===== config.mk =====
export PLATFORM = sky130hd
export DESIGN_NAME = adc_seq_host
export DESIGN_NICKNAME = d
export VERILOG_FILES = /design/src/rtl/adc_seq_pkg.sv /design/src/rtl/adc_half_timer.sv /design/src/rtl/adc_chan_tracker.sv /design/src/rtl/adc_frame_engine.sv /design/src/rtl/adc_seq_host.sv
export SDC_FILE = /design/constraint.sdc
export NUM_CORES = 1
export LEC_CHECK = 0
export ABC_CLOCK_PERIOD_IN_PS = 3220
export BUFFER_PORTS_ARGS = -buffer_cell sky130_fd_sc_hd__buf_2
export CAP_MARGIN = 20
export CORE_MARGIN = 2
export CORE_UTILIZATION = 50
export CTS_CLUSTER_DIAMETER = 150
export DETAILED_ROUTE_END_ITERATION = 6
export GPL_TIMING_DRIVEN = 0
export HOLD_SLACK_MARGIN = 0.02
export PLACE_DENSITY = 0.85
export SYNTH_ARGS = -nofsm -noshare
export SYNTH_HDL_FRONTEND = slang
export SYNTH_SLANG_ARGS = --single-unit
export TNS_END_PERCENT = 100

===== constraint.sdc =====
create_clock -name clk -period 3.22 [get_ports clk]
set_input_delay 0.161 -clock clk [delete_from_list [all_inputs] [get_ports clk]]
set_output_delay 0.161 -clock clk [all_outputs]
set_load 0.05 [all_outputs]

===== src/rtl/adc_seq_pkg.sv =====
package adc_seq_pkg;
  localparam int CH_W      = 3;
  localparam int DATA_W    = 12;
  localparam int LEAD_W    = 4;
  localparam int FRAME_LEN = LEAD_W + DATA_W;
  localparam int CTRL_W    = 8;
  localparam int ADDR_LSB  = 3;
  localparam int BITN_W    = $clog2(FRAME_LEN);

  typedef enum logic [1:0] {PH_IDLE, PH_GAP, PH_LO, PH_HI} phase_t;

  // control word: address field placed at ADDR_LSB, all other bits zero
  function automatic logic [CTRL_W-1:0] ctrl_word(input logic [CH_W-1:0] addr);
    logic [CTRL_W-1:0] w;
    w = '0;
    w[ADDR_LSB +: CH_W] = addr;
    return w;
  endfunction

  // next table slot with wrap after the last used slot
  function automatic int unsigned next_slot(input int unsigned cur, input int unsigned last);
    return (cur >= last) ? 0 : cur + 1;
  endfunction
endpackage


===== src/rtl/adc_half_timer.sv =====
module adc_half_timer #(
  parameter int DIV_W = 8
) (
  input  logic             clk,
  input  logic             rst_n,
  input  logic [DIV_W-1:0] div_half,
  output logic             expire
);
  logic [DIV_W-1:0] cnt;

  always_ff @(posedge clk or negedge rst_n) begin
    if (!rst_n)          cnt <= '0;
    else if (cnt == '0)  cnt <= div_half;
    else                 cnt <= cnt - 1'b1;
  end

  assign expire = (cnt == '0);
endmodule


===== src/rtl/adc_chan_tracker.sv =====
module adc_chan_tracker
  import adc_seq_pkg::*;
#(
  parameter int NUM_SLOTS = 8,
  localparam int SLOT_W   = $clog2(NUM_SLOTS)
) (
  input  logic                      clk,
  input  logic                      rst_n,
  input  logic                      burst_start,
  input  logic                      frame_start,
  input  logic                      frame_done,
  input  logic [SLOT_W-1:0]         seq_len,
  input  logic [NUM_SLOTS*CH_W-1:0] seq_chans,
  output logic [CTRL_W-1:0]         ctrl,
  output logic [CH_W-1:0]           conv_chan
);
  logic [SLOT_W-1:0] ptr;
  logic [CH_W-1:0]   sent_addr;
  logic [CH_W-1:0]   slot_addr;

  assign slot_addr = seq_chans[ptr*CH_W +: CH_W];
  assign ctrl      = ctrl_word(slot_addr);

  always_ff @(posedge clk or negedge rst_n) begin
    if (!rst_n) begin
      ptr       <= '0;
      sent_addr <= '0;
      conv_chan <= '0;
    end else if (burst_start) begin
      ptr       <= '0;
      conv_chan <= '0;
    end else begin
      if (frame_start) begin
        sent_addr <= slot_addr;
        ptr       <= SLOT_W'(next_slot(32'(ptr), 32'(seq_len)));
      end
      if (frame_done) conv_chan <= sent_addr;
    end
  end
endmodule


===== src/rtl/adc_frame_engine.sv =====
module adc_frame_engine
  import adc_seq_pkg::*;
(
  input  logic              clk,
  input  logic              rst_n,
  input  logic              expire,
  input  logic              enable,
  input  logic              out_busy,
  input  logic [CTRL_W-1:0] ctrl,
  input  logic              miso,
  output logic              cs_n,
  output logic              sclk,
  output logic              mosi,
  output logic              burst_start,
  output logic              frame_start,
  output logic              frame_done,
  output logic [DATA_W-1:0] rx_data
);
  phase_t            ph;
  logic [BITN_W-1:0] bitn;
  logic [CTRL_W-1:0] ctrl_sh;
  logic              last_bit;

  assign last_bit    = (bitn == BITN_W'(FRAME_LEN - 1));
  assign burst_start = expire && (ph == PH_IDLE) && enable;
  assign frame_start = expire && (ph == PH_GAP) && enable && !out_busy;
  assign frame_done  = expire && (ph == PH_HI) && last_bit;

  always_ff @(posedge clk or negedge rst_n) begin
    if (!rst_n) begin
      ph      <= PH_IDLE;
      cs_n    <= 1'b1;
      sclk    <= 1'b1;
      mosi    <= 1'b0;
      bitn    <= '0;
      ctrl_sh <= '0;
      rx_data <= '0;
    end else if (expire) begin
      unique case (ph)
        PH_IDLE: if (enable) begin
          ph   <= PH_GAP;
          cs_n <= 1'b0;
        end
        PH_GAP: begin
          if (!enable) begin
            ph   <= PH_IDLE;
            cs_n <= 1'b1;
          end else if (!out_busy) begin
            ph      <= PH_LO;
            sclk    <= 1'b0;
            bitn    <= '0;
            mosi    <= ctrl[CTRL_W-1];
            ctrl_sh <= {ctrl[CTRL_W-2:0], 1'b0};
          end
        end
        PH_LO: begin
          ph      <= PH_HI;
          sclk    <= 1'b1;
          // 12-bit register: the four leading bits shift out the top
          rx_data <= {rx_data[DATA_W-2:0], miso};
        end
        PH_HI: begin
          if (last_bit) begin
            ph <= PH_GAP;
          end else begin
            ph      <= PH_LO;
            sclk    <= 1'b0;
            bitn    <= bitn + 1'b1;
            mosi    <= ctrl_sh[CTRL_W-1];
            ctrl_sh <= {ctrl_sh[CTRL_W-2:0], 1'b0};
          end
        end
        default: ph <= PH_IDLE;
      endcase
    end
  end
endmodule


===== src/rtl/adc_seq_host.sv =====
module adc_seq_host
  import adc_seq_pkg::*;
#(
  parameter int DIV_W     = 8,
  parameter int NUM_SLOTS = 8
) (
  input  logic                          clk,
  input  logic                          rst_n,
  input  logic                          enable,
  input  logic [DIV_W-1:0]              div_half,
  input  logic [$clog2(NUM_SLOTS)-1:0]  seq_len,
  input  logic [NUM_SLOTS*CH_W-1:0]     seq_chans,
  input  logic                          miso,
  output logic                          cs_n,
  output logic                          sclk,
  output logic                          mosi,
  output logic                          smp_valid,
  input  logic                          smp_ready,
  output logic [DATA_W-1:0]             smp_data,
  output logic [CH_W-1:0]               smp_chan
);
  logic              expire;
  logic              burst_start;
  logic              frame_start;
  logic              frame_done;
  logic [CTRL_W-1:0] ctrl;
  logic [CH_W-1:0]   conv_chan;
  logic [DATA_W-1:0] rx_data;

  adc_half_timer #(.DIV_W(DIV_W)) u_timer (
    .clk      (clk),
    .rst_n    (rst_n),
    .div_half (div_half),
    .expire   (expire)
  );

  adc_frame_engine u_engine (
    .clk         (clk),
    .rst_n       (rst_n),
    .expire      (expire),
    .enable      (enable),
    .out_busy    (smp_valid),
    .ctrl        (ctrl),
    .miso        (miso),
    .cs_n        (cs_n),
    .sclk        (sclk),
    .mosi        (mosi),
    .burst_start (burst_start),
    .frame_start (frame_start),
    .frame_done  (frame_done),
    .rx_data     (rx_data)
  );

  adc_chan_tracker #(.NUM_SLOTS(NUM_SLOTS)) u_tracker (
    .clk         (clk),
    .rst_n       (rst_n),
    .burst_start (burst_start),
    .frame_start (frame_start),
    .frame_done  (frame_done),
    .seq_len     (seq_len),
    .seq_chans   (seq_chans),
    .ctrl        (ctrl),
    .conv_chan   (conv_chan)
  );

  always_ff @(posedge clk or negedge rst_n) begin
    if (!rst_n) begin
      smp_valid <= 1'b0;
      smp_data  <= '0;
      smp_chan  <= '0;
    end else if (frame_done) begin
      smp_valid <= 1'b1;
      smp_data  <= rx_data;
      smp_chan  <= conv_chan;
    end else if (smp_ready) begin
      smp_valid <= 1'b0;
    end
  end
endmodule


# == Yosys cells after proc, flatten, opt, wreduce, memory -nomap -nowiden ==
# Index checks and enable logic that the tools add are counted.
# Widths: inputs -> output; s select.
# word_totals
reg_bits,62
output_inout_bits,19
word_cells,83
# op_classes
n_addsub,3
multipliers,1
order_cmp,1
n_eq_ne,10
shift,1
muxes,30
n_bitwise,1
reduce_logical,22
# ops
op,count
$mux 8,4
$shiftx 24x6->3,1
$pmux 8 s2,1
$mux 3,5
$mux 4,3
$ne 2x2->1 const B,5
$reduce_and 5->1,2
$reduce_bool 2->1,5
$logic_not 8->1,1
$mux 1,8
$mux 2,4
$pmux 2 s4,1
$pmux 4 s2,1
$sub 8x1->8 const B,1
$logic_and 1x1->1,7
$mul 3x2->5 const B,1
$add 4x1->4 const B,1
$eq 2x2->1 const B,2
$eq 4x4->1 const B,1
$pmux 1 s2,2
$reduce_and 2->1,2
$reduce_and 4->1,1
$add 3x1->3 const B,1
$ge 3x3->1,1
8 further kinds,8

# == Longest topological paths before layout ==
# Gate-level depths: netlist of run 1.
# depth
word_depth,6
depth_mapped,8
mapped_depth_nobuf,6

# == By module ==
# From an unflattened synthesis of run 1, not the netlist that was laid out.
# unflattened
hier_cells,254
area_unflattened_um2,3201.8
# by_module_without_submodules
module,instances,cells_each,area_each_um2,seq_area_each_um2
adc_frame_engine,1,103,1347.5,703.2
adc_chan_tracker,1,68,733.2,225.2
adc_seq_host,1,35,646.9,400.4
adc_half_timer,1,48,474.2,200.2

# == Least setup slack after synthesis of run 1 ==
# OpenSTA, ideal clock, no wires.
# synth_path
path_kind,register to register
startpoint,register u_timer.cnt[0]
endpoint,register smp_chan[0]
setup_time_ns,0.125
arrival_time_ns,1.962
slack_ns,1.134
stages_incl_launch_ff,8
n_path_buf,2
path_cell_list,dfrtp_1 -> inv_1 -> ha_1 -> or3b_1 -> buf_2 -> nor4_4 -> buf_6 -> mux2_2
# synth_between
elab_chain_cells,3
# synth_rtl
item,line_no,source
start: declaration,adc_half_timer.sv:9,logic [DIV_W-1:0] cnt;
start signal: assignment,adc_half_timer.sv:13,else if (cnt == '0) cnt <= div_half;
start signal: assignment,adc_half_timer.sv:14,else cnt <= cnt - 1'b1;
$logic_not 8->1,adc_half_timer.sv:17,assign expire = (cnt == '0);
$logic_and 1x1->1 (2 in a row),adc_frame_engine.sv:27,assign frame_done = expire && (ph == PH_HI) && last_bit;
end signal: assignment,adc_seq_host.sv:74,smp_chan <= conv_chan;
end: declaration,adc_seq_host.sv:20,output logic [CH_W-1:0] smp_chan
# Every way passes these cells.
# A chain may end at the register's enable or synchronous reset.

# == Final worst setup path of run 1 ==
# layout_path
startpoint,register u_timer.cnt[0]
endpoint,register u_engine.ctrl_sh[5]
# layout_between
elab_chain_cells,2
# layout_rtl
item,line_no,source
$logic_not 8->1,adc_half_timer.sv:17,
$reduce_and 5->1 (no line),n/a,
end signal: assignment,adc_frame_engine.sv:53,"ctrl_sh <= {ctrl[CTRL_W-2:0], 1'b0};"
end signal: assignment,adc_frame_engine.sv:70,"ctrl_sh <= {ctrl_sh[CTRL_W-2:0], 1'b0};"
end: declaration,adc_frame_engine.sv:21,logic [CTRL_W-1:0] ctrl_sh;
# Every way passes these cells.

==> impl_metrics.json, run 1 <==
{
  "hp-class": "input port to register",
  "stdcell_count": 379,
  "clkPwrFrac_pct": 33.9,
  "dp_slack_ns": 0.876,
  "slowest_stage": "nor3b_1",
  "port-buffer-count": 58,
  "diodes": 0,
  "grt_max_degree": 42,
  "combPwrFrac_pct": 22.6,
  "regArea_um2": 1450,
  "hold_viol_final": 0,
  "drc": 0,
  "rsz0062_at_grt": "false",
  "grt_usage_pct": 20.3,
  "die_x_um": 79.1,
  "post_cts_buffers": 0,
  "status": "completed",
  "swShare_pct": 30.1,
  "syn_nets": 276,
  "synth_area_per_cell_um2": 12.3,
  "grt_pass1_wl_um": 9790,
  "cell_internal_pwr_w": 0.00153,
  "vias_per_cell": 5.59,
  "clock_path_buffers": 2,
  "syn_inst": 230,
  "antenna_left": 0,
  "drtIter0Drc": 84,
  "hpwl_um": 4070,
  "ioPinCount": 59,
  "initial_core_util_pct": 51.6,
  "insertion_delay_ns": 0.34,
  "cts_resized": 0,
  "maxSlewHeadroom_pct": 59.1,
  "finalSetupTns_ns": 0,
  "skew_ns": 0.0107,
  "setup_viol": 0,
  "synthArstFlopShare_pct": 100,
  "cts_buffers": 9,
  "synth_area_leaders": "dfrtp_1, mux2_2, mux4_2",
  "ys_warn_count": 0,
  "die_y_um": 79.1,
  "multi_input_area_um2": 1270,
  "fin_util_pct": 63.3,
  "synth-seq-cells": 58,
  "pwr-share-seq_pct": 43.5,
  "cp-end-kind": "register",
  "synth_fa_ha_area_share_pct": 2.66,
  "syn-cell-area_um2": 2820,
  "path_buf_inv": 2,
  "synth.top_cell.area_share_pct": 49.6,
  "gr-total-overflow": 0,
  "cts.reportedPaths.clkPinSlew_ns": 0.07,
  "fin_crit_sh_pct": 72.9,
  "core_um2": 5470,
  "routedWlPerCell_um": 14.9,
  "path_max_fanout": 7,
  "drt_pass1_iterations": 4,
  "crit_arrival_ns": 2.56,
  "cts_hold_buf": 2,
  "mostFrequentLayoutCell": "buf_2",
  "finalWirelength_um": 5650,
  "synth-compound-area-share_pct": 10.0,
  "drive_above_1_share_pct": 40.1,
  "critPathRequiredTime_ns": 3.44,
  "fin_ws_ns": 0.874,
  "maxCapViolCount": 0,
  "cts_root_buffer": "clkbuf_8",
  "rows": 27,
  "place_inst": 361,
  "cts_tree": "built",
  "synth_mux_area_share_pct": 19.1,
  "synth-simple-area-share_pct": 12.6,
  "r2r_slack_ns": 0.87,
  "place.gp.congestion": 0.818,
  "syn_to_final_growth_pct": 22.7,
  "path_class": "register to register",
  "synth_cell_types": 46,
  "critical_path.startpoint_type": "register",
  "grt_pass1_vias": 2150,
  "cp_cell_sequence": "inv_1 > ha_1 > nor3b_1 > o211ai_1 > or2_1 > clkbuf_1 > o311a_1",
  "fmax_ghz": 0.426,
  "drv_slew": 0,
  "fill_cells": 446,
  "ir_drop_mv": 0.402,
  "htree_levels": 3,
  "synth_ff_type": "dfrtp_1",
  "vias": 2118,
  "powerDensity_nw_per_um2": 634,
  "die_area_um2": 6260,
  "post-synth-top-area-cell": "dfrtp_1",
  "p_leak_nw": 1.73,
  "synth-xor-area-share_pct": 0.621,
  "layout_common_cells": "buf_2, dfrtp_1, mux2_2",
  "nets": 348,
  "antenna_found_initial": 0,
  "max_stage_delay_ns": 0.54,
  "total_switching_power_w": 0.000661,
  "tightest_slew_ns": 0.612,
  "synth_edf_count": 0,
  "cp_top_family": "simple AND/OR/NAND/NOR gates",
  "synth_top_family_by_area": "multiplexers",
  "cts_sinks": 58,
  "fin_crit_ns": 2.35,
  "yosysSeqAreaShare_pct": 51.5
}
[metrics by stage]
step / hold WS [ns] / total power, W / instance area [µm²]
floorplan: -0.135 / 0.00132 / 2820
global placement: 0.361 / 0.00143 / 3200
CTS: 0.0334 / 0.00221 / 3460
finish: 0.0440 / 0.00219 / 3460
global route: 0.0361 / 0.00233 / 3460
detailed placement: 0.120 / 0.00146 / 3220
[state kept, by name (all words and copies together), names as in the netlist]
signal,cells
u_tracker.sent_addr,3
u_engine.sclk,1
u_engine.bitn,4
smp_chan,3
u_engine.ctrl_sh,4
u_tracker.conv_chan,3
smp_data,12
smp_valid,1
u_timer.cnt,8
u_tracker.ptr,3
u_engine.ph,2
u_engine.cs_n,1
u_engine.mosi,1
u_engine.rx_data,12
[cell families after synthesis]
family,Yosys count
flops,58
compound gates,44
mux,42
fa+ha+maj,6
xor+xnor,2
buf+inv,19
simple gates,59
[worst min-delay path, stage by stage]
cell and delay (ns):
buf_2 0.08, nand2_1 0.04, o21ai_0 0.07
[per-layer routing]
layer  track usage, %  part of all wire (%)  up-vias
met5                0                     0        -
met4             7.76                   1.6        0
met3             7.61                   6.3       10
met2             32.5                    49       75
met1             25.1                    44     1044
li1                 -                     -      989
[final cells by class]
cell class / count / area share (%)
multi-input cells: 153 / 36.8
plain buffers: 12 / 2.02
flip-flops and latches: 58 / 42.0
inverters: 7 / 0.759
clock buffers: 11 / 4.08
well taps: 72 / 2.60
repair buffers: 61 / 9.54
clock inverters: 5 / 2.24
[cells in the mapped netlist, types with 2 or more instances]
master    number
nor2_1        18
mux2i_1        6
mux4_2         6
buf_6          3
buf_2          2
a21oi_1       11
nor3b_1        2
o21ai_0       13
nand3_1        6
xnor2_1        2
o31ai_1        5
mux2_2        28
nor3_1         3
inv_1          7
nor2b_1        5
ha_1           6
nand2_1       10
o311a_1        2
mux2_4         2
o21bai_1       3
nor4_1         2
o21a_1         2
clkbuf_1       7
dfstp_2        2
dfrtp_1       56
[power groups by stage]
stage	logic [W]	clock network (W)	registers (W)
floorplan	0.000380	0	0.000939
global placement	0.000470	0	0.000958
detailed placement	0.000496	0	0.000963
CTS	0.000500	0.000760	0.000951
global route	0.000559	0.000795	0.000974
finish	0.000497	0.000744	0.000954
[final timing paths]
check / endpoint / start / cells past startpoint
min reg2reg: u_engine.ctrl_sh[4] / u_engine.ctrl_sh[4] / 1
min in group asynchronous: u_engine.rx_data[11] / rst_n / 2
max in group asynchronous: u_engine.sclk / rst_n / 3
max reg2reg: u_engine.ctrl_sh[5] / u_timer.cnt[0] / 7
max: u_engine.ctrl_sh[5] / u_timer.cnt[0] / 7
min: u_timer.cnt[5] / div_half[5] / 3
Power figures use the tool's default switching activity.
==> inputs of run 2 (changes only) <==
--- a/config.mk
+++ b/config.mk
@@ -5,7 +5,8 @@
 export SDC_FILE = /design/constraint.sdc
 export NUM_CORES = 1
 export LEC_CHECK = 0
-export ABC_CLOCK_PERIOD_IN_PS = 3220
+export ABC_AREA = 1
+export ABC_CLOCK_PERIOD_IN_PS = 2200
 export BUFFER_PORTS_ARGS = -buffer_cell sky130_fd_sc_hd__buf_2
 export CAP_MARGIN = 20
 export CORE_MARGIN = 2
@@ -14,7 +15,7 @@
 export DETAILED_ROUTE_END_ITERATION = 6
 export GPL_TIMING_DRIVEN = 0
 export HOLD_SLACK_MARGIN = 0.02
-export PLACE_DENSITY = 0.85
+export PLACE_DENSITY = 0.84
 export SYNTH_ARGS = -nofsm -noshare
 export SYNTH_HDL_FRONTEND = slang
 export SYNTH_SLANG_ARGS = --single-unit
==> constraint.sdc (replaced) <==
create_clock -name clk -period 2.2 [get_ports clk]
set_input_delay 0.11 -clock clk [delete_from_list [all_inputs] [get_ports clk]]
set_output_delay 0.11 -clock clk [all_outputs]
set_load 0.05 [all_outputs]
==> run 2 against run 1 <==
Net effect:
- total power grew 29%
- non-clock buffer count is 2 higher
- sequential power rose by 32%
- combinational power is 25% higher
- routed wire length rose by 6.7%
- largest power group unchanged
- via count grew 20%
- die area rose by 6.1%
- worst hold slack worse by 0.012 ns
- critical path depth rose by 1
==> impl_metrics.json, run 2 <==
{
  "post_cts_buffers": 0,
  "min_from": "miso",
  "fin_crit_sh_pct": 82.9,
  "ioPinCount": 59,
  "synth_area_leaders": "dfrtp_1, nand2_1, inv_1",
  "cp_cell_sequence": "inv_1 > buf_2 > ha_1 > o21ai_0 > nand2_1 > a21oi_1 > nand3_1 > o21ai_0",
  "grt_util_met3_pct": 4.84,
  "post-synth-top-area-cell": "dfrtp_1",
  "place.gp.congestion": 0.875,
  "reg_top3": "smp_data x12, u_engine.rx_data x12, u_timer.cnt x8",
  "fin_crit_ns": 1.82,
  "ys_warn_count": 0,
  "gr-usage-met2_pct": 35.3,
  "maxSlewHeadroom_pct": 66.0,
  "hold_viol_final": 0,
  "ys_top_cells_by_count": "nand2_1, dfrtp_1, inv_1, nor2_1, nand3_1",
  "finalSetupTns_ns": 0,
  "cts_sinks": 58,
  "grt_use_met1_pct": 23.4,
  "slowest_stage": "dfrtp_1",
  "dpl_cell_area_um2": 3410,
  "gr-total-overflow": 0,
  "core_um2": 5850,
  "drtIter0Drc": 111,
  "drive_above_1_share_pct": 26.3,
  "finalWirelength_um": 6030,
  "ir_drop_mv": 0.417,
  "clock_path_buffers": 2,
  "p_leak_nw": 1.93,
  "grt_pass1_vias": 2476,
  "r2r-start": "u_tracker.ptr[0]",
  "cts_tree": "built",
  "routedWlPerCell_um": 11.7,
  "multi_input_area_um2": 1260,
  "syn_to_final_growth_pct": 21.7,
  "cts_resized": 0,
  "r2r_slack_ns": 0.38,
  "tightest_slew_ns": 0.509,
  "antenna_left": 0,
  "drv_slew": 0,
  "path_buf_inv": 2,
  "cts_root_buffer": "clkbuf_8",
  "syn_inst": 360,
  "grt_pass1_wl_um": 10400,
  "holdPathStages": 3,
  "die_x_um": 81.5,
  "hp-class": "input port to register",
  "drc": 0,
  "cp_top_family": "compound AO/OA/AOI/OAI gates",
  "initial_core_util_pct": 51.3,
  "synth_edf_count": 0,
  "cts_buffers": 9,
  "yosysSeqAreaShare_pct": 48.4,
  "critical_path.startpoint_type": "register",
  "yosysMostFrequentCell": "nand2_1",
  "die_y_um": 81.5,
  "diodes": 0,
  "path_class": "register to register",
  "antenna_found_initial": 0,
  "cpMostUsedCell": "o21ai_0",
  "r2r-end": "u_tracker.ptr[1]",
  "skew_ns": 0.0113,
  "cp-end-kind": "register",
  "syn_nets": 406,
  "die_area_um2": 6640,
  "status": "completed",
  "hpwl_um": 4480,
  "nets": 482,
  "synthArstFlopShare_pct": 100,
  "syn-cell-area_um2": 3000,
  "grt_usage_pct": 20.3,
  "path_max_fanout": 10,
  "fmax_ghz": 0.549,
  "layout_common_cells": "nand2_1, buf_2, dfrtp_1",
  "vias": 2551,
  "powerDensity_nw_per_um2": 774,
  "fill_cells": 510,
  "critPathRequiredTime_ns": 2.44,
  "mostFrequentLayoutCell": "nand2_1",
  "min_to": "u_engine.rx_data[0]",
  "insertion_delay_ns": 0.34,
  "rsz0062_at_grt": "false",
  "htree_levels": 3,
  "drt_pass1_iterations": 4,
  "synth_area_per_cell_um2": 8.34,
  "synth-seq-cells": 58,
  "cts.reportedPaths.clkPinSlew_ns": 0.07,
  "vias_per_cell": 4.94,
  "grt_max_degree": 39,
  "setup_viol": 0,
  "synth_cell_types": 33,
  "maxCapViolCount": 0,
  "top_usage_layer": "met2",
  "crit_arrival_ns": 2.07,
  "rows": 28,
  "synth_ff_type": "dfrtp_1",
  "max_stage_delay_ns": 0.44,
  "regArea_um2": 1450,
  "synth.top_cell.area_share_pct": 46.6,
  "final_area_um2": 3660,
  "ff2ff_path_depth": 8,
  "port-buffer-count": 58
}
-- run 2: worst min-delay path, delay by kind of cell --
kind	cells	cell delay [ns]
simple gates	1	0.05
buf+inv	1	0.08
compound gates	1	0.09
-- run 2: per-stage QoR --
stage | total power [W] | worst slack, ns | util (%) | hold WS, ns | instances
final | 0.00283 | 0.377 | 62.5 | 0.0317 | 516
after global routing | 0.00300 | 0.105 | 62.5 | 0.0454 | 516
after CTS | 0.00285 | 0.385 | 62.5 | 0.0298 | 516
after detailed placement | 0.00190 | 0.399 | 58.3 | 0.111 | 494
after global placement | 0.00185 | 0.459 | 57.9 | 0.322 | 493
after floorplan | 0.00172 | 0.659 | - | -0.186 | 360
-- run 2: how the worst max path moves through the flow --
stage / startpoint / endpoint / slack (ns) / cells after the start
floorplan: u_tracker.ptr[0] / u_tracker.ptr[1] / 0.66 / 8
global placement: u_tracker.ptr[0] / u_tracker.ptr[2] / 0.46 / 8
detailed placement: u_tracker.ptr[0] / u_tracker.ptr[0] / 0.40 / 8
CTS: u_tracker.ptr[0] / u_tracker.ptr[1] / 0.38 / 8
global route: u_tracker.ptr[0] / u_tracker.ptr[1] / 0.10 / 8
finish: u_tracker.ptr[0] / u_tracker.ptr[1] / 0.38 / 8
-- run 2: layer usage --
layer  wire [µm]  vias to the layer above
li1            -                     1292
met1        2620                     1177
met2        2990                       69
met3         283                       13
met4         137                        0
met5           0                        -
-- run 2: final cells by class --
type,count,area share (%)
Sequential cell,58,39.8
Timing Repair Buffer,65,10.1
Inverter,57,5.85
Clock inverter,3,1.09
Multi-Input combinational cell,235,34.3
Tap cell,75,2.57
Clock buffer,13,4.07
Buffer,10,2.19
-- run 2: where the power goes --
group	total [W]	switching, W	internal, W
clock network	0.000948	0.000396	0.000551
registers	0.00126	0.000103	0.00116
logic	0.000621	0.000381	0.000240
total	0.00283	0.000881	0.00195
-- run 2: logic make-up after synthesis --
group | Yosys count | share of synthesized area (%)
buffers and inverters | 67 | 9.79
adders and majority gates | 6 | 2.50
xor gates and xnor gates | 3 | 0.875
DFF | 58 | 48.4
and+or+nand+nor | 161 | 25.5
AOI/OAI and AO/OA | 65 | 13.0
-- run 2: timing repair --
item | 4_1_cts | 5_1_grt
endpoints found under the hold margin | 25 | 0
endpoints found under the setup margin | 0 | 0
hold buffers | 6 | 0
==> inputs of run 3 (changes only) <==
--- a/config.mk
+++ b/config.mk
@@ -6,7 +6,7 @@
 export NUM_CORES = 1
 export LEC_CHECK = 0
 export ABC_AREA = 1
-export ABC_CLOCK_PERIOD_IN_PS = 2200
+export ABC_CLOCK_PERIOD_IN_PS = 1900
 export BUFFER_PORTS_ARGS = -buffer_cell sky130_fd_sc_hd__buf_2
 export CAP_MARGIN = 20
 export CORE_MARGIN = 2
==> constraint.sdc (replaced) <==
create_clock -name clk -period 1.9 [get_ports clk]
set_input_delay 0.095 -clock clk [delete_from_list [all_inputs] [get_ports clk]]
set_output_delay 0.095 -clock clk [all_outputs]
set_load 0.05 [all_outputs]
==> run 3 against run 2 <==
Net effect:
- clock power grew 16%
- clock skew grew 0.00068 ns
- critical path depth is the same
- largest power group unchanged
==> impl_metrics.json, run 3 (synthesis results as in run 2) <==
{
  "status": "completed",
  "route.met2.wl_um": 3020,
  "setup_viol": 0,
  "multi_input_area_um2": 1260,
  "powerDensity_nw_per_um2": 895,
  "insertion_delay_ns": 0.34,
  "whs_ns": 0.0272,
  "total_power_w": 0.00329,
  "r2r_slack_ns": 0.15,
  "rsz0062_at_grt": "false",
  "hpwl_um": 4480,
  "finalWirelength_um": 6080,
  "ioPinCount": 59,
  "grt_usage_pct": 20.3,
  "cts_buffers": 9,
  "regArea_um2": 1450,
  "drv_slew": 0,
  "cp_cell_sequence": "inv_1 > ha_1 > nand3_4 > nor2_8 > nand2_4 > buf_2 > nand2_1 > o21ai_1",
  "met1_length_um": 2640,
  "dpl_cell_area_um2": 3410,
  "routedWlPerCell_um": 11.8,
  "fmax_ghz": 0.572,
  "fin_ws_ns": 0.152,
  "slowest_stage": "dfrtp_1",
  "die_x_um": 81.5,
  "crit_arrival_ns": 1.97,
  "skew_ns": 0.0120,
  "finalSetupTns_ns": 0,
  "antenna_found_initial": 0,
  "initial_core_util_pct": 51.3,
  "ff2ff_path_depth": 8,
  "path_buf_inv": 2,
  "cp_top_family": "simple AND/OR/NAND/NOR gates",
  "post_cts_buffers": 0,
  "place.gp.congestion": 0.875,
  "highest_layer": "met4",
  "hp-class": "input port to register",
  "fill_cells": 502,
  "dp_slack_ns": 0.0995,
  "path_max_fanout": 10,
  "mostFrequentLayoutCell": "nand2_1",
  "r2r-start": "u_timer.cnt[0]",
  "path_class": "register to register",
  "clock_path_buffers": 2,
  "die_area_um2": 6640,
  "r2r-end": "smp_data[10]",
  "wl_met3_um": 267,
  "layout_common_cells": "nand2_1, buf_2, dfrtp_1",
  "cts.reportedPaths.clkPinSlew_ns": 0.07,
  "critPathRequiredTime_ns": 2.12,
  "cp-end-kind": "register",
  "rows": 28,
  "drive_above_1_share_pct": 26.7,
  "cts_sinks": 58,
  "hold_viol_final": 0,
  "fin_crit_sh_pct": 92.0,
  "diodes": 0,
  "cts_root_buffer": "clkbuf_8",
  "cp-startpoint": "u_timer.cnt[0]",
  "p_leak_nw": 1.93,
  "reg_top3": "smp_data x12, u_engine.rx_data x12, u_timer.cnt x8",
  "nets": 483,
  "gr-total-overflow": 0,
  "die_y_um": 81.5,
  "grt_pass1_wl_um": 10400,
  "maxSlewHeadroom_pct": 66.4,
  "fin_crit_ns": 1.75,
  "min_from": "div_half[2]",
  "drc": 0,
  "max_stage_delay_ns": 0.37,
  "antenna_left": 0,
  "port-buffer-count": 58,
  "grt_pass1_vias": 2484,
  "maxCapViolCount": 0,
  "grt_max_degree": 39,
  "core_um2": 5850,
  "vias": 2556,
  "htree_levels": 3,
  "critical_path.startpoint_type": "register",
  "drtIter0Drc": 133,
  "min_to": "u_timer.cnt[2]",
  "vias_per_cell": 4.94,
  "holdPathStages": 3,
  "tightest_slew_ns": 0.503,
  "drt_pass1_iterations": 4,
  "syn_to_final_growth_pct": 22.3,
  "final_area_um2": 3670,
  "cts_tree": "built",
  "ir_drop_mv": 0.482
}
==> run 3: how the worst max path moves through the flow <==
stage               slack, ns  depth (start not counted)                to
finish                   0.15                          8      smp_data[10]
global route            0.006                          8       smp_data[8]
CTS                      0.08                          8  u_tracker.ptr[1]
detailed placement        0.1                          8  u_tracker.ptr[0]
global placement         0.16                          8  u_tracker.ptr[2]
floorplan                0.36                          8  u_tracker.ptr[1]
==> run 3: what timing repair did <==
action                                 4_1_cts  5_1_grt
resized for setup                            0        3
setup endpoints to repair                    0        3
endpoints found under the hold margin       26        0
hold buffers                                 7        0
==> run 3: worst register-to-register path: stages (launching register included) <==
cell	delay, ns
dfrtp_1	0.37
inv_1	0.14
ha_1	0.25
nand3_4	0.13
nor2_8	0.24
nand2_4	0.12
buf_2	0.20
nand2_1	0.09
o21ai_1	0.09
==> run 3: area by class of cell <==
type                    count  share of cell area (%)
plain buffers              10                    2.25
clock buffers              13                    4.05
clock inverters             3                    1.09
inverters                  57                    5.82
multi-input cells         235                    34.3
flip-flops and latches     58                    39.6
well taps                  75                    2.55
repair buffers             66                    10.4
==> run 3: metal layers <==
| metal | vias to the layer above | global-route usage, % |
|---|---|---|
| met1 | 1171 | 23.6 |
| met3 | 14 | 4.84 |
| met2 | 71 | 35.2 |
| met5 | - | 0 |
| li1 | 1300 | - |
| met4 | 0 | 10.0 |
==> run 3: per-stage QoR <==
stage               instances  utilization [%]
finish                    517             62.8
global route              517             62.8
CTS                       517             62.7
detailed placement        494             58.3
global placement          493             57.9
floorplan                 360                -
==> run 3: power by group <==
part / switching (W) / internal [W]
sequential: 0.000120 / 0.00134
combinational: 0.000445 / 0.000284
clock: 0.000458 / 0.000638
total: 0.00102 / 0.00226
